### config.mk
export PLATFORM = sky130hd
export DESIGN_NAME = burst_read_proxy
export DESIGN_NICKNAME = d
export VERILOG_FILES = /design/src/rtl/brp_pkg.sv /design/src/rtl/brp_lane_fifo.sv /design/src/rtl/brp_scatter.sv /design/src/rtl/brp_gather.sv /design/src/rtl/burst_read_proxy.sv
export SDC_FILE = /design/constraint.sdc
export NUM_CORES = 1
export LEC_CHECK = 0
export BUFFER_PORTS_ARGS = -buffer_cell sky130_fd_sc_hd__buf_2
export CAP_MARGIN = 10
export CORE_MARGIN = 2
export CORE_UTILIZATION = 60
export CTS_CLUSTER_DIAMETER = 40
export DETAILED_ROUTE_END_ITERATION = 8
export PLACE_DENSITY = 0.85
export SLEW_MARGIN = 20
export SYNTH_ARGS = -nofsm -noshare
export SYNTH_HDL_FRONTEND = slang
export SYNTH_SLANG_ARGS = --single-unit
### constraint.sdc
create_clock -name clk_i -period 4.98 [get_ports clk_i]
set_input_delay 0.498 -clock clk_i [delete_from_list [all_inputs] [get_ports clk_i]]
set_output_delay 0.498 -clock clk_i [all_outputs]
set_load 0.02 [all_outputs]
### src/rtl/brp_pkg.sv
package brp_pkg;
  typedef logic [7:0] idx_t;

  // (a + b) mod n, with a < n and b <= n
  function automatic idx_t mod_add(idx_t a, idx_t b, idx_t n);
    logic [8:0] s;
    s = {1'b0, a} + {1'b0, b};
    if (s >= {1'b0, n}) s = s - {1'b0, n};
    return s[7:0];
  endfunction

  // (a - b) mod n, with a < n and b < n
  function automatic idx_t mod_sub(idx_t a, idx_t b, idx_t n);
    return mod_add(a, n - b, n);
  endfunction
endpackage

### src/rtl/brp_lane_fifo.sv
module brp_lane_fifo #(
  parameter int DEPTH  = 4,
  parameter int DATA_W = 16,
  localparam int AW    = $clog2(DEPTH),
  localparam int CW    = $clog2(DEPTH + 1)
) (
  input  logic              clk_i,
  input  logic              rst_ni,
  input  logic              push_i,
  input  logic [DATA_W-1:0] push_data_i,
  input  logic              pop_i,
  output logic [DATA_W-1:0] head_o,
  output logic              full_o,
  output logic [CW-1:0]     count_o
);
  logic [DATA_W-1:0] mem [DEPTH];
  logic [AW-1:0]     wr_ptr_q, rd_ptr_q;
  logic [CW-1:0]     count_q;

  function automatic logic [AW-1:0] bump(logic [AW-1:0] p);
    return (p == AW'(DEPTH - 1)) ? '0 : p + 1'b1;
  endfunction

  always_ff @(posedge clk_i) begin
    if (push_i) mem[wr_ptr_q] <= push_data_i;
  end

  always_ff @(posedge clk_i or negedge rst_ni) begin
    if (!rst_ni) begin
      wr_ptr_q <= '0;
      rd_ptr_q <= '0;
      count_q  <= '0;
    end else begin
      if (push_i) wr_ptr_q <= bump(wr_ptr_q);
      if (pop_i)  rd_ptr_q <= bump(rd_ptr_q);
      case ({push_i, pop_i})
        2'b10:   count_q <= count_q + 1'b1;
        2'b01:   count_q <= count_q - 1'b1;
        default: count_q <= count_q;
      endcase
    end
  end

  assign head_o  = mem[rd_ptr_q];
  assign full_o  = (count_q == CW'(DEPTH));
  assign count_o = count_q;
endmodule

### src/rtl/brp_scatter.sv
module brp_scatter #(
  parameter int LANES  = 4,
  parameter int DATA_W = 16,
  parameter int PTR_W  = 2,
  parameter int LEN_W  = 3
) (
  input  logic                    valid_i,
  input  logic [LEN_W-1:0]        len_i,
  input  logic [LANES*DATA_W-1:0] data_i,
  input  logic [PTR_W-1:0]        wr_off_i,
  input  logic [LANES-1:0]        full_i,
  output logic                    ready_o,
  output logic [LANES-1:0]        push_o,
  output logic [LANES*DATA_W-1:0] push_data_o,
  output logic [PTR_W-1:0]        next_off_o
);
  import brp_pkg::*;

  logic [DATA_W-1:0] in_lane [LANES];
  logic [LANES-1:0]  target;

  for (genvar g = 0; g < LANES; g++) begin : g_unpack
    assign in_lane[g] = data_i[g*DATA_W +: DATA_W];
  end

  for (genvar f = 0; f < LANES; f++) begin : g_fifo
    logic [PTR_W-1:0] rel;
    // burst element index that lands in FIFO f
    assign rel       = PTR_W'(mod_sub(idx_t'(f), idx_t'(wr_off_i), idx_t'(LANES)));
    assign target[f] = idx_t'(rel) < idx_t'(len_i);
    assign push_o[f] = valid_i && ready_o && target[f];
    assign push_data_o[f*DATA_W +: DATA_W] = in_lane[rel];
  end

  assign ready_o    = &(~target | ~full_i);
  assign next_off_o = PTR_W'(mod_add(idx_t'(wr_off_i), idx_t'(len_i), idx_t'(LANES)));
endmodule

### src/rtl/brp_gather.sv
module brp_gather #(
  parameter int LANES  = 4,
  parameter int DATA_W = 16,
  parameter int PTR_W  = 2,
  parameter int CNT_W  = 2,
  parameter int TOT_W  = 5
) (
  input  logic                    req_i,
  input  logic [CNT_W-1:0]        cnt_i,
  input  logic [TOT_W-1:0]        total_i,
  input  logic [PTR_W-1:0]        rd_off_i,
  input  logic [LANES*DATA_W-1:0] head_i,
  output logic                    ready_o,
  output logic                    fire_o,
  output logic [LANES-1:0]        pop_o,
  output logic [LANES*DATA_W-1:0] lanes_o,
  output logic [PTR_W-1:0]        next_off_o
);
  import brp_pkg::*;

  logic [DATA_W-1:0] head_lane [LANES];

  for (genvar g = 0; g < LANES; g++) begin : g_unpack
    assign head_lane[g] = head_i[g*DATA_W +: DATA_W];
  end

  assign ready_o = total_i >= TOT_W'(cnt_i);
  assign fire_o  = req_i && ready_o;

  for (genvar j = 0; j < LANES; j++) begin : g_out
    logic [PTR_W-1:0] src;
    assign src = PTR_W'(mod_add(idx_t'(rd_off_i), idx_t'(j), idx_t'(LANES)));
    assign lanes_o[j*DATA_W +: DATA_W] =
      (idx_t'(j) < idx_t'(cnt_i)) ? head_lane[src] : '0;
  end

  for (genvar f = 0; f < LANES; f++) begin : g_pop
    logic [PTR_W-1:0] rel;
    assign rel      = PTR_W'(mod_sub(idx_t'(f), idx_t'(rd_off_i), idx_t'(LANES)));
    assign pop_o[f] = fire_o && (idx_t'(rel) < idx_t'(cnt_i));
  end

  assign next_off_o = PTR_W'(mod_add(idx_t'(rd_off_i), idx_t'(cnt_i), idx_t'(LANES)));
endmodule

### src/rtl/burst_read_proxy.sv
module burst_read_proxy #(
  parameter int LANES      = 4,
  parameter int DATA_W     = 16,
  parameter int FIFO_DEPTH = 4,
  localparam int PTR_W     = $clog2(LANES),
  localparam int LEN_W     = $clog2(LANES + 1),
  localparam int CNT_W     = $clog2(LANES),
  localparam int FCW       = $clog2(FIFO_DEPTH + 1),
  localparam int TOT_W     = $clog2(LANES * FIFO_DEPTH + 1)
) (
  input  logic                    clk_i,
  input  logic                    rst_ni,
  input  logic                    burst_valid_i,
  input  logic [LEN_W-1:0]        burst_len_i,
  input  logic [LANES*DATA_W-1:0] burst_data_i,
  output logic                    burst_ready_o,
  input  logic                    req_i,
  input  logic [CNT_W-1:0]        req_cnt_i,
  output logic                    req_ready_o,
  output logic                    out_valid_o,
  output logic [LANES*DATA_W-1:0] out_data_o
);
  logic [PTR_W-1:0]        wr_off_q, rd_off_q, wr_next, rd_next;
  logic [LANES-1:0]        push_w, pop_w, full_w;
  logic [LANES*DATA_W-1:0] push_data_w, head_w, lanes_w;
  logic [FCW-1:0]          fifo_cnt [LANES];
  logic [TOT_W-1:0]        total;
  logic                    burst_fire, req_fire;
  logic                    out_valid_q;
  logic [LANES*DATA_W-1:0] out_data_q;

  brp_scatter #(
    .LANES(LANES), .DATA_W(DATA_W), .PTR_W(PTR_W), .LEN_W(LEN_W)
  ) u_scatter (
    .valid_i     (burst_valid_i),
    .len_i       (burst_len_i),
    .data_i      (burst_data_i),
    .wr_off_i    (wr_off_q),
    .full_i      (full_w),
    .ready_o     (burst_ready_o),
    .push_o      (push_w),
    .push_data_o (push_data_w),
    .next_off_o  (wr_next)
  );

  for (genvar f = 0; f < LANES; f++) begin : g_lane
    brp_lane_fifo #(.DEPTH(FIFO_DEPTH), .DATA_W(DATA_W)) u_fifo (
      .clk_i       (clk_i),
      .rst_ni      (rst_ni),
      .push_i      (push_w[f]),
      .push_data_i (push_data_w[f*DATA_W +: DATA_W]),
      .pop_i       (pop_w[f]),
      .head_o      (head_w[f*DATA_W +: DATA_W]),
      .full_o      (full_w[f]),
      .count_o     (fifo_cnt[f])
    );
  end

  always_comb begin
    total = '0;
    for (int i = 0; i < LANES; i++) total = total + TOT_W'(fifo_cnt[i]);
  end

  brp_gather #(
    .LANES(LANES), .DATA_W(DATA_W), .PTR_W(PTR_W), .CNT_W(CNT_W), .TOT_W(TOT_W)
  ) u_gather (
    .req_i      (req_i),
    .cnt_i      (req_cnt_i),
    .total_i    (total),
    .rd_off_i   (rd_off_q),
    .head_i     (head_w),
    .ready_o    (req_ready_o),
    .fire_o     (req_fire),
    .pop_o      (pop_w),
    .lanes_o    (lanes_w),
    .next_off_o (rd_next)
  );

  assign burst_fire = burst_valid_i && burst_ready_o;

  always_ff @(posedge clk_i or negedge rst_ni) begin
    if (!rst_ni) begin
      wr_off_q    <= '0;
      rd_off_q    <= '0;
      out_valid_q <= 1'b0;
      out_data_q  <= '0;
    end else begin
      if (burst_fire) wr_off_q <= wr_next;
      if (req_fire)   rd_off_q <= rd_next;
      out_valid_q <= req_fire;
      out_data_q  <= req_fire ? lanes_w : '0;
    end
  end

  assign out_valid_o = out_valid_q;
  assign out_data_o  = out_data_q;
endmodule

## Word-level counts from Yosys, hierarchy flattened

Memories as Yosys holds them, arrays and structs flattened.
Cells that the tools add are included.

| cells by class | value |
|---|---|
| add/subtract/negate cells | 44 |
| multipliers | 0 |
| div/mod/pow operators | 0 |
| order comparisons | 32 |
| eq/ne operators | 20 |
| shifts and indexed selects | 0 |
| muxes and demuxes | 58 |
| bitwise operators | 10 |
| reduce and logical (&&, ||, !) cells | 15 |

Operator list:

| cell | count |
|---|---|
| two-way mux 16 bit | 17 |
| binary-select mux 16 bit (select 2 bit) | 7 |
| greater-or-equal comparator 9 x 3 -> 1 bit, second input constant | 6 |
| two-way mux 48 bit | 1 |
| two-way mux 2 bit | 21 |
| adder 2 x 8 -> 9 bit, first input constant | 4 |
| greater-or-equal comparator 3 bit, second input constant | 10 |
| subtractor 2 x 1 -> 2 bit, second input constant | 13 |
| equality test 2 bit, second input constant | 12 |
| one-hot mux 3 bit (2 select lines) | 4 |
| inverter 2 -> 3 bit | 7 |
| adder 1 x 8 -> 9 bit, first input constant | 2 |
| adder 2 x 1 -> 2 bit, second input constant | 8 |
| greater-or-equal comparator 8 x 3 -> 1 bit, second input constant | 2 |
| adder 3 x 1 -> 3 bit, second input constant | 4 |
| equality test 3 bit, second input constant | 4 |
| less-than comparator 2 x 3 -> 1 bit | 4 |
| subtractor 3 x 1 -> 3 bit, second input constant | 4 |
| logical AND 1 bit | 10 |
| equality test 2 x 1 -> 1 bit, second input constant | 4 |
| less-than comparator 2 bit | 4 |
| two-way mux 1 bit | 8 |
| inverter 4 bit | 2 |
| nonzero test 2 bit | 4 |
| other kinds (15) | 17 |

| storage, ports and cells | value |
|---|---|
| register bits after elaboration | 81 |
| latch bits | 0 |
| RAM bits | 256 |
| ROM bits | 0 |
| input bits | 73 |
| output and inout port bits | 67 |
| word-level logic and storage cells | 199 |
| memories kept | 4 |

Memory list:

| name | depth | width | read ports | clocked after Yosys merged registers in | wr ports | RTL line | text |
|---|---|---|---|---|---|---|---|
| g_lane[0].u_fifo.mem | 4 | 16 | 1 | 0 | 1 | brp_lane_fifo.sv:16 | `logic [DATA_W-1:0] mem [DEPTH];` |
| g_lane[1].u_fifo.mem | 4 | 16 | 1 | 0 | 1 | brp_lane_fifo.sv:16 |  |
| g_lane[2].u_fifo.mem | 4 | 16 | 1 | 0 | 1 | brp_lane_fifo.sv:16 |  |
| g_lane[3].u_fifo.mem | 4 | 16 | 1 | 0 | 1 | brp_lane_fifo.sv:16 |  |

## Depth between registers and ports, before layout

Gate-level depths: netlist of the first run.

| logic depth | value |
|---|---|
| word-level depth | 12 |
| depth in mapped cells | 20 |
| gate-level depth less buffers | 19 |

## Cells and area by module

A second synthesis of the first run with hierarchy kept.

| unflattened totals | value |
|---|---|
| cells, all modules | 937 |
| area, all modules | 16763.6 um2 |

Modules (own cells, without submodules):

| module | times used | cells each | area each (um2) | seq. area each (um2) |
|---|---|---|---|---|
| brp_lane_fifo | 4 | 118 | 2755.1 | 2097.0 |
| burst_read_proxy | 1 | 167 | 2472.4 | 1726.7 |
| brp_scatter | 1 | 116 | 1803.0 | 0.0 |
| brp_gather | 1 | 182 | 1467.7 | 0.0 |

## Worst setup path before layout of the first run

Ideal clock, no wire load.

| timing path | value |
|---|---|
| kind | register -> register |
| start | reg g_lane[1].u_fifo.count_q[1] |
| end | reg g_lane[0].u_fifo.count_q[2] |
| library setup time | 0.080 ns |
| data arrival time | 3.889 ns |
| required time | 4.900 ns |
| setup slack | 1.011 ns |
| cell stages (with the launch flop) | 21 |
| buffers on the path | 1 |
| period minus slack after synthesis | 3.969 ns |
| cells stage by stage | dfrtp_1 -> inv_1 -> fa_1 -> fa_1 -> inv_1 -> ha_1 -> inv_1 -> fa_1 -> inv_1 -> a2111oi_2 -> a21bo_2 -> inv_2 -> clkbuf_1 -> nand2_1 -> inv_1 -> ha_1 -> inv_1 -> fa_1 -> xor2_1 -> nor2_1 -> xnor2_1 |

| between the ends | value |
|---|---|
| longest elaborated chain between the ends | 8 |
| elaborated cells between the ends (all ways) | 16 |
| those cells by class | add/sub: 3; order compare: 1; eq/ne: 3; mux: 1; bitwise: 2; reduce/logical: 6 |

Ends and longest elaborated chain:

| item | RTL line | text |
|---|---|---|
| start, declared | brp_lane_fifo.sv:18 | `logic [CW-1:0] count_q;` |
| start signal, assigned | brp_lane_fifo.sv:37 | `2'b10: count_q <= count_q + 1'b1;` |
| start signal, assigned | brp_lane_fifo.sv:38 | `2'b01: count_q <= count_q - 1'b1;` |
| start signal, assigned | brp_lane_fifo.sv:39 | `default: count_q <= count_q;` |
| adder 3 x 3 -> 4 bit (*) | burst_read_proxy.sv:61 | `for (int i = 0; i < LANES; i++) total = total + TOT_W'(fifo_cnt[i]);` |
| adder 4 x 3 -> 5 bit (*) | burst_read_proxy.sv:61 |  |
| adder 5 x 3 -> 5 bit (*) | burst_read_proxy.sv:61 |  |
| greater-or-equal comparator 5 x 2 -> 1 bit (*) | brp_gather.sv:27 | `assign ready_o = total_i >= TOT_W'(cnt_i);` |
| logical AND 1 bit (*) | brp_gather.sv:28 | `assign fire_o = req_i && ready_o;` |
| logical AND 1 bit (*) | brp_gather.sv:40 | `assign pop_o[f] = fire_o && (idx_t'(rel) < idx_t'(cnt_i));` |
| via g_lane[0].u_fifo.pop_i | brp_lane_fifo.sv:11 | `input logic pop_i,` |
| equality test 2 x 1 -> 1 bit or equality test 2 bit (tied branches) | brp_lane_fifo.sv:36 | `case ({push_i, pop_i})` |
| one-hot mux 3 bit (2 select lines) or nonzero test 2 bit (tied branches) | n/a |  |
| end signal, assigned | brp_lane_fifo.sv:37 |  |
| end signal, assigned | brp_lane_fifo.sv:38 |  |
| end signal, assigned | brp_lane_fifo.sv:39 |  |
| end, declared | brp_lane_fifo.sv:18 |  |

The timed path passes the listed nets; every way through them passes the cells marked *.
A chain may end at the register's enable or synchronous reset.

## Worst setup path after layout of the first run

| timing path | value |
|---|---|
| start | reg g_lane[1].u_fifo.count_q[1] |
| end | reg g_lane[2].u_fifo.count_q[2] |

| between the ends | value |
|---|---|
| longest elaborated chain between the ends | 8 |
| elaborated cells between the ends (all ways) | 16 |
| those cells by class | add/sub: 3; order compare: 1; eq/ne: 3; mux: 1; bitwise: 2; reduce/logical: 6 |

Ends and longest elaborated chain:

| item | RTL line |
|---|---|
| adder 3 x 3 -> 4 bit (*) | burst_read_proxy.sv:61 |
| adder 4 x 3 -> 5 bit (*) | burst_read_proxy.sv:61 |
| adder 5 x 3 -> 5 bit (*) | burst_read_proxy.sv:61 |
| greater-or-equal comparator 5 x 2 -> 1 bit (*) | brp_gather.sv:27 |
| logical AND 1 bit (*) | brp_gather.sv:28 |
| logical AND 1 bit (*) | brp_gather.sv:40 |
| via g_lane[2].u_fifo.pop_i | brp_lane_fifo.sv:11 |
| equality test 2 x 1 -> 1 bit or equality test 2 bit (tied branches) | brp_lane_fifo.sv:36 |
| one-hot mux 3 bit (2 select lines) or nonzero test 2 bit (tied branches) | n/a |
| end signal, assigned | brp_lane_fifo.sv:37 |
| end signal, assigned | brp_lane_fifo.sv:38 |
| end signal, assigned | brp_lane_fifo.sv:39 |
| end, declared | brp_lane_fifo.sv:18 |

Marks and branches as above.

==> impl_metrics.ini, run 1 <==
[placement]
port-buffer-count = 123
placedInstanceArea_um2 = 17000
gp_congestion = 0.747
dp_hpwl_mm = 23.8

[cells_and_area]
nNetsFinal = 1088
seqCellArea_um2 = 9730
drive_gt1_share_pct = 37.4
stdcell_area_um2 = 18300
area_growth_pct = 12.4
final_util_pct = 68.2
final.fill_count = 1630
diodes = 0
multi_input_area_um2 = 5980

[drt]
drtIter0Drc = 919
vias = 8696
post_drt_via_cell_ratio = 6.53
dr.pass1.iters = 5
wire_per_inst_um = 26.1
drc = 0
postRouteWirelength_mm = 34.8
drtAntennaViolNets = 0

[clock_network]
clock-sinks = 337
cts_tree = done
clockBufferDepth = 3
cts_made_buffers = 38
clk_latency_ns = 0.52
clock-root-buffer = clkbuf_16
cts.htree.levels = 2
post-cts-setup-buffer-count = 0
postCtsHoldBufs = 1
post_cts_resized = 0
clk_transition_reported_paths_ns = 0.06

[setup_path]
cpPeakStageDelay_ns = 0.56
cp_max_fo = 7
crit_chain = inv_1 -> fa_1 -> fa_1 -> inv_1 -> ha_1 -> inv_1 -> fa_1 -> inv_1 -> a2111oi_2 -> a21bo_2 -> nor3_1 -> ha_1 -> inv_1 -> fa_1 -> xor2_1 -> nor2_1 -> xnor2_1
cp-end-kind = flop
rr_worst_depth = 17
cpMaxStageDelayCell = nor3_1
critPathRequiredTime_ns = 5.41
arrival_ns = 4.81
rr_startpoint = g_lane[1].u_fifo.count_o[1]$_DFFE_PN0P_
crit_type = flop to flop
path_common_cell = inv_1
rrSetupSlack_ns = 0.61
r2r_end = g_lane[2].u_fifo.count_o[2]$_DFFE_PN0P_
startpoint_type = flop

[logic_synthesis]
syn_area_per_cell_um2 = 19.4
ys_seq_elements = 337
ys_types = 42
synth_area_um2 = 16300
yosysWarnings = 0
synthMuxAreaShare_pct = 26.4
yosys-top-cells-area = edfxtp_1 47%, mux4_2 21%, dfrtp_1 12%
synth_commonest_cells = 256 x edfxtp_1, 152 x mux4_2, 81 x dfrtp_1
synth_fa_ha_area_share_pct = 4.62
yosys.area.top_type_share_pct = 47.3
async_flop_share_pct = 24.0
synth_compound_area_share_pct = 0.962
ys_seq_area_share_pct = 59.8
synth_edf_count = 256
synthMostInstantiatedCell = edfxtp_1
synth_cells = 839
synth_top_family_by_area = multiplexers
synth.largest_area_cell = edfxtp_1
yosys.area_share.simple_pct = 3.59
synth_xor_xnor_area_share_pct = 0.916
synth_top_flop_cell = edfxtp_1

[global_route]
grt_pass1_vias = 8612
grt_max_degree = 65
grt_first_pass_wirelength_mm = 53.5
grt_util_all_layers_pct = 25.5
antenna_found_initial = 2
grt-ovfl-total = 0

[worst_hold_path]
holdPathStages = 3
hold_path_class = primary input to flop
hold_end = wr_off_q[0]$_DFFE_PN0P_
hold_start = burst_len_i[0]

[timing]
rsz0062_at_grt = false
fmax_mhz = 229
fin_setup_tns_ns = 0
finClkSkew_ns = 0.0190
worstMarginPinSlew_ns = 1.08
period_share_pct = 87.8
finalHoldViolCount = 0
period_minus_slack_ns = 4.37
worst_hold_slack_ns = 0.317
final_max_slew_viol_count = 0
setup_viol = 0
slew_headroom_pct = 28.1

[run]
cap_viol_max_count = 0

[floorplanning]
die_width_um = 169
dieArea_um2 = 28400
start_util_pct = 60.6
core-area_um2 = 26800
std_cell_rows = 60
die_y_um = 169
ios = 140

[pwr]
irDropWorstVdd_uv = 362
cellPowerDensity_nw_per_um2 = 729
p_leak_uw = 0.00694

[status]
status = finished clean
[flip-flops by register name, indices dropped and copies added (netlist names)]
| register | count |
|---|---|
| g_lane.u_fifo.rd_ptr_q | 8 |
| out_valid_o | 1 |
| g_lane.u_fifo.wr_ptr_q | 8 |
| g_lane.u_fifo.mem | 256 |
| g_lane.u_fifo.count_o | 12 |
| wr_off_q | 2 |
| rd_off_q | 2 |
| out_data_o | 48 |
[per-stage QoR]
step                total power, µW  worst slack, ns  instances
floorplan                      9020             1.01        854
detailed placement            10500            0.730       1261
global route                  14000            0.328       1331
finish                        13300            0.608       1331
CTS                           13400            0.656       1331
global placement              10200            0.851       1261
[layer usage]
| metal | up-vias | track usage [%] | part of all wire [%] |
|---|---|---|---|
| li1 | 3595 | - | - |
| met1 | 4560 | 39.5 | 41 |
| met2 | 495 | 39.6 | 47 |
| met3 | 44 | 3.93 | 9.9 |
| met4 | 2 | 5.62 | 1.4 |
| met5 | - | 0 | 0.037 |
[where the power goes]
group | internal, µW | switching, µW
combinational | 2790 | 3050
sequential | 4160 | 539
clock | 1670 | 1100
total | 8620 | 4690
[layout by cell type, fill, tap and decap left out, types with 3 or more instances in the layout]
master / instances
inv_1: 50
clkinv_2: 5
mux4_2: 152
buf_4: 7
xor2_1: 7
conb_1: 16
mux2i_1: 5
ha_1: 44
and2_1: 16
nor3_1: 3
bufinv_16: 3
nor2_1: 16
nand2_1: 4
clkinvlp_4: 3
clkbuf_16: 41
o21ai_0: 4
and3_1: 16
dfrtp_1: 76
nor2b_1: 32
clkbuf_1: 7
dfrtp_2: 3
a21oi_1: 5
nand2b_1: 5
mux4_1: 24
clkinv_1: 6
edfxtp_1: 256
xnor2_1: 10
mux2_2: 14
fa_1: 10
buf_2: 122
[area by class of cell]
type	instances	share of cell area [%]
clock buffers	48	5.76
inverters	53	1.09
clock inverters	21	1.16
repair buffers	130	3.68
flip-flops and latches	337	53.2
well taps	341	2.33
multi-input cells	401	32.7
[worst max-delay path, delay by kind of cell (launching register included)]
kind                     cells  cell delay (ns)
XOR/XNOR                     2             0.27
buffers and inverters        5             0.39
AND/OR/NAND/NOR              2             0.67
AO/OA/AOI/OAI                2             0.29
adder cells (fa/ha/maj)      6             2.27
flip-flops                   1             0.39
[worst max path at each step]
stage	from	to	slack, ns	depth (start not counted)
floorplan	g_lane[1].u_fifo.count_o[1]$_DFFE_PN0P_	g_lane[0].u_fifo.count_o[2]$_DFFE_PN0P_	1.01	20
global placement	g_lane[1].u_fifo.count_o[1]$_DFFE_PN0P_	g_lane[0].u_fifo.count_o[2]$_DFFE_PN0P_	0.85	19
detailed placement	g_lane[1].u_fifo.count_o[1]$_DFFE_PN0P_	g_lane[1].u_fifo.count_o[2]$_DFFE_PN0P_	0.73	17
CTS	g_lane[1].u_fifo.count_o[1]$_DFFE_PN0P_	g_lane[2].u_fifo.count_o[2]$_DFFE_PN0P_	0.66	17
global route	g_lane[2].u_fifo.count_o[1]$_DFFE_PN0P_	g_lane[2].u_fifo.count_o[2]$_DFFE_PN0P_	0.33	17
finish	g_lane[1].u_fifo.count_o[1]$_DFFE_PN0P_	g_lane[2].u_fifo.count_o[2]$_DFFE_PN0P_	0.61	17
[logic make-up (layout without fill, tap and decap cells)]
group / after synthesis / after routing
compound gates: 19 / 19
xor+xnor: 17 / 17
fa+ha+maj: 54 / 54
buf+inv: 116 / 252
flops: 337 / 337
mux: 197 / 197
other cells: 1 / 16
simple gates: 98 / 98
(Power assumes the default switching activity.)
==> run 2, diff against run 1 <==
--- a/config.mk
+++ b/config.mk
@@ -5,13 +5,14 @@
 export SDC_FILE = /design/constraint.sdc
 export NUM_CORES = 1
 export LEC_CHECK = 0
+export ABC_AREA = 1
 export BUFFER_PORTS_ARGS = -buffer_cell sky130_fd_sc_hd__buf_2
 export CAP_MARGIN = 10
 export CORE_MARGIN = 2
 export CORE_UTILIZATION = 60
 export CTS_CLUSTER_DIAMETER = 40
 export DETAILED_ROUTE_END_ITERATION = 8
-export PLACE_DENSITY = 0.85
+export PLACE_DENSITY = 0.81
 export SLEW_MARGIN = 20
 export SYNTH_ARGS = -nofsm -noshare
 export SYNTH_HDL_FRONTEND = slang
==> impl_metrics.ini, run 2 <==
[logic_synthesis]
synth_cells = 1737
synth_area_um2 = 16600
yosysWarnings = 0
synth_top_flop_cell = edfxtp_1
synthMostInstantiatedCell = nand2_1
ys_types = 40
ys_seq_area_share_pct = 58.4
synth_commonest_cells = 602 x nand2_1, 256 x edfxtp_1, 213 x nand3_1
yosys-top-cells-area = edfxtp_1 46%, nand2_1 14%, dfrtp_1 12%
yosys.area.top_type_share_pct = 46.2
async_flop_share_pct = 24.0
synth.largest_area_cell = edfxtp_1
synth_edf_count = 256
ys_seq_elements = 337
syn_area_per_cell_um2 = 9.58

[pwr]
switching_share_pct = 45.8
p_leak_uw = 0.00815
clock_power_share_pct = 20.9
irDropWorstVdd_uv = 623
cellPowerDensity_nw_per_um2 = 785
power_frac_seq_pct = 31.1
power.switching_uw = 6750
combPwrFrac_pct = 48.0
p_int_uw = 7980

[setup_path]
startpoint_type = flop
critPathRequiredTime_ns = 5.40
cpMaxStageDelayCell = fa_1
path_delay_family = adder cells
cpPeakStageDelay_ns = 0.51
path_common_cell = inv_1
cp.buffers_inverters = 5
crit_type = flop to flop
cp-end-kind = flop
cp_max_fo = 9
crit_chain = inv_1 -> fa_1 -> fa_1 -> inv_1 -> ha_1 -> inv_1 -> fa_1 -> nor3b_2 -> nand4_4 -> nand3_1 -> inv_1 -> ha_1 -> inv_1 -> fa_1 -> a21oi_1 -> o21ai_0 -> xor2_1
arrival_ns = 4.49

[placement]
gp_congestion = 0.943
port-buffer-count = 123
dp_hpwl_mm = 31.6
placedInstanceArea_um2 = 17300

[timing]
finClkSkew_ns = 0.0242
slew_headroom_pct = 30.2
rsz0062_at_grt = false
finalHoldViolCount = 0
worstMarginPinSlew_ns = 1.04
period_minus_slack_ns = 4.07
fin_setup_tns_ns = 0
setup_viol = 0
final_max_slew_viol_count = 0
period_share_pct = 81.7
fmax_mhz = 246

[cells_and_area]
stdcell_area_um2 = 18800
layout_common_cells = 602 x nand2_1, 256 x edfxtp_1, 213 x nand3_1, 127 x o21ai_0, 122 x buf_2
area_growth_pct = 12.9
drive_gt1_share_pct = 14.1
nNetsFinal = 1968
largest_reg_flops = 256
top_register = g_lane.u_fifo.mem
diodes = 0
final_common_cell = nand2_1
final.fill_count = 1889

[drt]
wire_per_inst_um = 20.1
post_drt_via_cell_ratio = 5.80
vias = 13020
postRouteWirelength_mm = 45.1
drtIter0Drc = 2176
drc = 0
drtAntennaViolNets = 0
dr.pass1.iters = 9

[floorplanning]
start_util_pct = 61.4
ios = 140
die_width_um = 171
dieArea_um2 = 29100
std_cell_rows = 60
core-area_um2 = 27100
die_y_um = 171

[worst_hold_path]
hold_path_class = primary input to flop

[clock_network]
clockBufferDepth = 3
clock-sinks = 337
cts_made_buffers = 42
clk_latency_ns = 0.55
cts_tree = done
clk_transition_reported_paths_ns = 0.06
clock-root-buffer = clkbuf_16
cts.htree.levels = 2

[global_route]
grt-ovfl-total = 0
grt_first_pass_wirelength_mm = 67.3
grt_max_degree = 64
antenna_found_initial = 0
grt_pass1_vias = 11732
grt_util_all_layers_pct = 31.3

[run]
cap_viol_max_count = 0

[status]
status = finished clean
[run 2: cell count changes after synthesis, sizes merged, moves of 16 or more]
| cell | delta |
|---|---|
| buf | +47 |
| mux2 | -16 |
| a21oi | +49 |
| o21ai | +161 |
| nand2 | +602 |
| nor2 | +30 |
| inv | +55 |
| and3 | -16 |
| mux4 | -176 |
| nor2b | -32 |
| nand3 | +217 |
[run 2: worst paths after layout]
kind	depth (start not counted)	from	slack (ns)	end
max	17	g_lane[0].u_fifo.count_o[1]$_DFFE_PN0P_	0.91	g_lane[1].u_fifo.count_o[2]$_DFFE_PN0P_
min	3	burst_len_i[0]	0.32	wr_off_q[0]$_DFFE_PN0P_
max reg2reg	17	g_lane[0].u_fifo.count_o[1]$_DFFE_PN0P_	0.91	g_lane[1].u_fifo.count_o[2]$_DFFE_PN0P_
min reg2reg	2	g_lane[0].u_fifo.count_o[1]$_DFFE_PN0P_	0.50	g_lane[0].u_fifo.count_o[1]$_DFFE_PN0P_
max in group asynchronous	3	rst_ni	3.55	wr_off_q[0]$_DFFE_PN0P_
min in group asynchronous	2	rst_ni	0.48	out_data_o[0]$_DFF_PN0_
[run 2: worst reg2reg max path: stages (launching register included)]
cell	delay (ns)
dfrtp_1	0.38
inv_1	0.15
fa_1	0.46
fa_1	0.51
inv_1	0.04
ha_1	0.20
inv_1	0.07
fa_1	0.41
nor3b_2	0.18
nand4_4	0.17
nand3_1	0.18
inv_1	0.12
ha_1	0.15
inv_1	0.08
fa_1	0.39
a21oi_1	0.17
o21ai_0	0.12
xor2_1	0.16
[run 2: metrics by stage]
stage	util, %	worst slack [ns]	cells	total power (µW)	hold WS (ns)
after floorplan	-	1.25	1752	9390	0.202
after global placement	63.9	1.09	2168	11100	0.465
after detailed placement	63.9	0.924	2168	11400	0.487
after CTS	69.3	0.917	2246	14600	0.316
after global routing	69.3	0.655	2246	15500	0.351
final	69.3	0.912	2246	14700	0.320
[run 2: power by group through the flow]
stage	sequential, µW	clock [µW]	combinational [µW]
6_report	4580	3080	7070
5_1_grt	4640	3200	7690
4_1_cts	4570	3090	6890
3_5_place_dp	4620	0	6820
3_3_place_gp	4590	0	6520
2_1_floorplan	4620	0	4770
[run 2: area by class of cell]
type / count / area, µm² / area share (%)
repair buffers: 156 / 868 / 4.62
inverters: 110 / 423 / 2.25
multi-input cells: 1194 / 5850 / 31.2
flip-flops and latches: 337 / 9720 / 51.7
clock inverters: 24 / 292 / 1.55
well taps: 372 / 465 / 2.48
clock buffers: 53 / 1160 / 6.19
[run 2: logic make-up (layout without fill, tap and decap cells)]
| logic type | after synthesis | after routing | synth area share (%) |
|---|---|---|---|
| AO/OA/AOI/OAI | 222 | 222 | 6.78 |
| XOR/XNOR | 12 | 12 | 0.745 |
| adder cells (fa/ha/maj) | 54 | 54 | 4.51 |
| buffers and inverters | 221 | 343 | 6.77 |
| flip-flops | 337 | 337 | 58.4 |
| other | 1 | 16 | 0.0225 |
| AND/OR/NAND/NOR | 890 | 890 | 22.8 |
[run 2: per-layer routing]
layer,vias to the layer above,track usage [%],wire length (µm)
met2,967,48.7,20200
met4,0,12.4,2000
met3,128,7.24,5780
met5,-,0,0
met1,5931,43.0,17100
li1,5994,-,-
[run 2: repair_timing]
action	in CTS	in global routing
resized for setup	0	0
setup buffers	0	0
hold buffers	1	0
hold endpoints to repair	46	0
==> run 3, diff against run 2 <==
--- a/config.mk
+++ b/config.mk
@@ -5,7 +5,7 @@
 export SDC_FILE = /design/constraint.sdc
 export NUM_CORES = 1
 export LEC_CHECK = 0
-export ABC_AREA = 1
+export ABC_AREA = 0
 export BUFFER_PORTS_ARGS = -buffer_cell sky130_fd_sc_hd__buf_2
 export CAP_MARGIN = 10
 export CORE_MARGIN = 2
==> constraint.sdc (replaced) <==
create_clock -name clk_i -period 4.2 [get_ports clk_i]
set_input_delay 0.42 -clock clk_i [delete_from_list [all_inputs] [get_ports clk_i]]
set_output_delay 0.42 -clock clk_i [all_outputs]
set_load 0.02 [all_outputs]
==> impl_metrics.ini, run 3 (synthesis gave the netlist of run 1 again) <==
[setup_path]
cp-end-kind = flop
cpMaxStageDelayCell = fa_1
startpoint = g_lane[1].u_fifo.count_o[1]$_DFFE_PN0P_
critPathRequiredTime_ns = 4.64
startpoint_type = flop
rr_startpoint = g_lane[1].u_fifo.count_o[1]$_DFFE_PN0P_
crit_type = flop to flop
r2r_end = g_lane[3].u_fifo.count_o[2]$_DFFE_PN0P_
endpoint = g_lane[3].u_fifo.count_o[2]$_DFFE_PN0P_
cp_max_fo = 7
crit_chain = inv_2 -> fa_1 -> fa_1 -> inv_1 -> ha_1 -> inv_1 -> fa_1 -> inv_1 -> a2111oi_4 -> a21bo_4 -> inv_2 -> nand2_1 -> inv_1 -> ha_1 -> inv_1 -> fa_1 -> xor2_1 -> nor2_1 -> xnor2_1
path_common_cell = inv_1
cpPeakStageDelay_ns = 0.52
rrSetupSlack_ns = 0.15
rr_worst_depth = 19
arrival_ns = 4.49

[timing]
setup_viol = 0
worst_hold_slack_ns = -0.0491
slew_headroom_pct = 30.4
final_max_slew_viol_count = 0
finalHoldViolCount = 81
finClkSkew_ns = 0.0155
fmax_mhz = 247
worstMarginPinSlew_ns = 1.04
period_minus_slack_ns = 4.05
period_share_pct = 96.5

[cells_and_area]
stdcell_area_um2 = 18400
diodes = 0
drive_gt1_share_pct = 39.0
area_growth_pct = 13.2
largest_reg_flops = 256
nNetsFinal = 1106
top_register = g_lane.u_fifo.mem
final_common_cell = edfxtp_1
layout_common_cells = 256 x edfxtp_1, 152 x mux4_2, 122 x buf_2, 76 x dfrtp_1, 47 x inv_1

[worst_hold_path]
hold_path_class = primary input to asynchronous set/reset pin

[placement]
port-buffer-count = 123
gp_congestion = 0.775
placedInstanceArea_um2 = 17100
dp_hpwl_mm = 22.8

[global_route]
grt-ovfl-total = 0
grt_first_pass_wirelength_mm = 52.6
grt_max_degree = 82
antenna_found_initial = 1
grt_util_all_layers_pct = 25.1
grt_pass1_vias = 8663

[clock_network]
clk_latency_ns = 0.53
clk_transition_reported_paths_ns = 0.06
cts_tree = done
cts_made_buffers = 38
clock-sinks = 337
postCtsHoldBufs = 0
clockBufferDepth = 3
clock-root-buffer = clkbuf_16
cts.htree.levels = 2

[drt]
post_drt_via_cell_ratio = 6.43
dr.pass1.iters = 5
wire_per_inst_um = 25.2
postRouteWirelength_mm = 34.1
drtIter0Drc = 778
vias = 8673
drtAntennaViolNets = 0
drc = 0

[floorplanning]
die_width_um = 169
dieArea_um2 = 28400
std_cell_rows = 60
core-area_um2 = 26800
ios = 140
die_y_um = 169
start_util_pct = 60.6

[pwr]
p_leak_uw = 0.00701
clock_power_share_pct = 19.8
p_int_uw = 10300
irDropWorstVdd_uv = 448
combPwrFrac_pct = 45.3
switching_share_pct = 35.6
power_frac_seq_pct = 34.9
cellPowerDensity_nw_per_um2 = 868
finalPower_uw = 16000
power.switching_uw = 5690

[status]
status = finished, violations left
violations = hold timing

[run]
cap_viol_max_count = 0
## run 3: changes by cell type in the layout (fill, tap and decap cells not counted), moves of 14 or more
cell,before,now
o21ai_0,127,3
nor2b_1,0,32
mux4_2,0,152
nor2_1,43,16
mux2_2,0,14
mux4_1,0,24
and3_1,0,16
a21oi_1,54,5
nand3_1,213,0
inv_1,100,47
o21ai_1,38,1
and2_1,0,16
nand2_1,602,3
## run 3: power by group through the flow
stage / Clock [µW] / Combinational, µW / Sequential (µW)
after floorplan: 0 / 5360 / 5330
after global placement: 0 / 6630 / 5530
after detailed placement: 0 / 6840 / 5590
after CTS: 3200 / 6990 / 5580
after global routing: 3320 / 7870 / 5670
final: 3160 / 7240 / 5570
## run 3: area by class of cell
type                    instances  area, µm²
flip-flops and latches        337       9730
fillers                      1640       8400
multi-input cells             401       6040
clock buffers                  50       1020
repair buffers                148        810
well taps                     341        427
inverters                      53        199
clock inverters                19        176
## run 3: critical path: cells and delay by family, from the launching register on
kind	cells	cell delay [ns]
fa+ha+maj	6	2.13
buf+inv	7	0.58
flops	1	0.39
compound gates	2	0.32
xor+xnor	2	0.29
simple gates	2	0.23
## run 3: layer usage
| layer | track usage [%] | up-vias | routed length [µm] |
|---|---|---|---|
| met5 | 0 | - | 13 |
| met4 | 6.63 | 2 | 751 |
| met3 | 5.80 | 56 | 3550 |
| met1 | 37.3 | 4489 | 14000 |
| met2 | 38.4 | 490 | 15800 |
| li1 | - | 3636 | - |
## run 3: worst min-delay path by stage
| stage | start | end | slack (ns) | cells past startpoint |
|---|---|---|---|---|
| finish | rst_ni | g_lane[0].u_fifo.count_o[2]$_DFFE_PN0P_ | -0.05 | 1 |
| CTS | rst_ni | g_lane[0].u_fifo.count_o[2]$_DFFE_PN0P_ | 0.11 | 1 |
| floorplan | rst_ni | g_lane[0].u_fifo.count_o[0]$_DFFE_PN0P_ | 0.12 | 0 |
| detailed placement | g_lane[0].u_fifo.count_o[0]$_DFFE_PN0P_ | g_lane[0].u_fifo.count_o[0]$_DFFE_PN0P_ | 0.51 | 1 |
| global placement | g_lane[0].u_fifo.count_o[0]$_DFFE_PN0P_ | g_lane[0].u_fifo.count_o[0]$_DFFE_PN0P_ | 0.50 | 1 |
| global route | rst_ni | g_lane[0].u_fifo.count_o[2]$_DFFE_PN0P_ | 0.03 | 1 |
## run 3: per-stage QoR
| stage | instances | TNS (ns) | worst slack, ns | util [%] |
|---|---|---|---|---|
| 2_1_floorplan | 854 | 0 | 0.231 | - |
| 3_3_place_gp | 1278 | 0 | 0.242 | 63.9 |
| 3_5_place_dp | 1278 | 0 | 0.0390 | 63.9 |
| 4_1_cts | 1347 | 0 | 0.0298 | 68.4 |
| 5_1_grt | 1349 | -0.0575 | -0.0488 | 68.7 |
| 6_report | 1349 | 0 | 0.148 | 68.7 |
## run 3: repair_timing
item	CTS	global route
endpoints found under the setup margin	1	7
pin swaps	0	5
buffers inserted	0	2
endpoints found under the hold margin	0	0
gates resized for setup	1	14
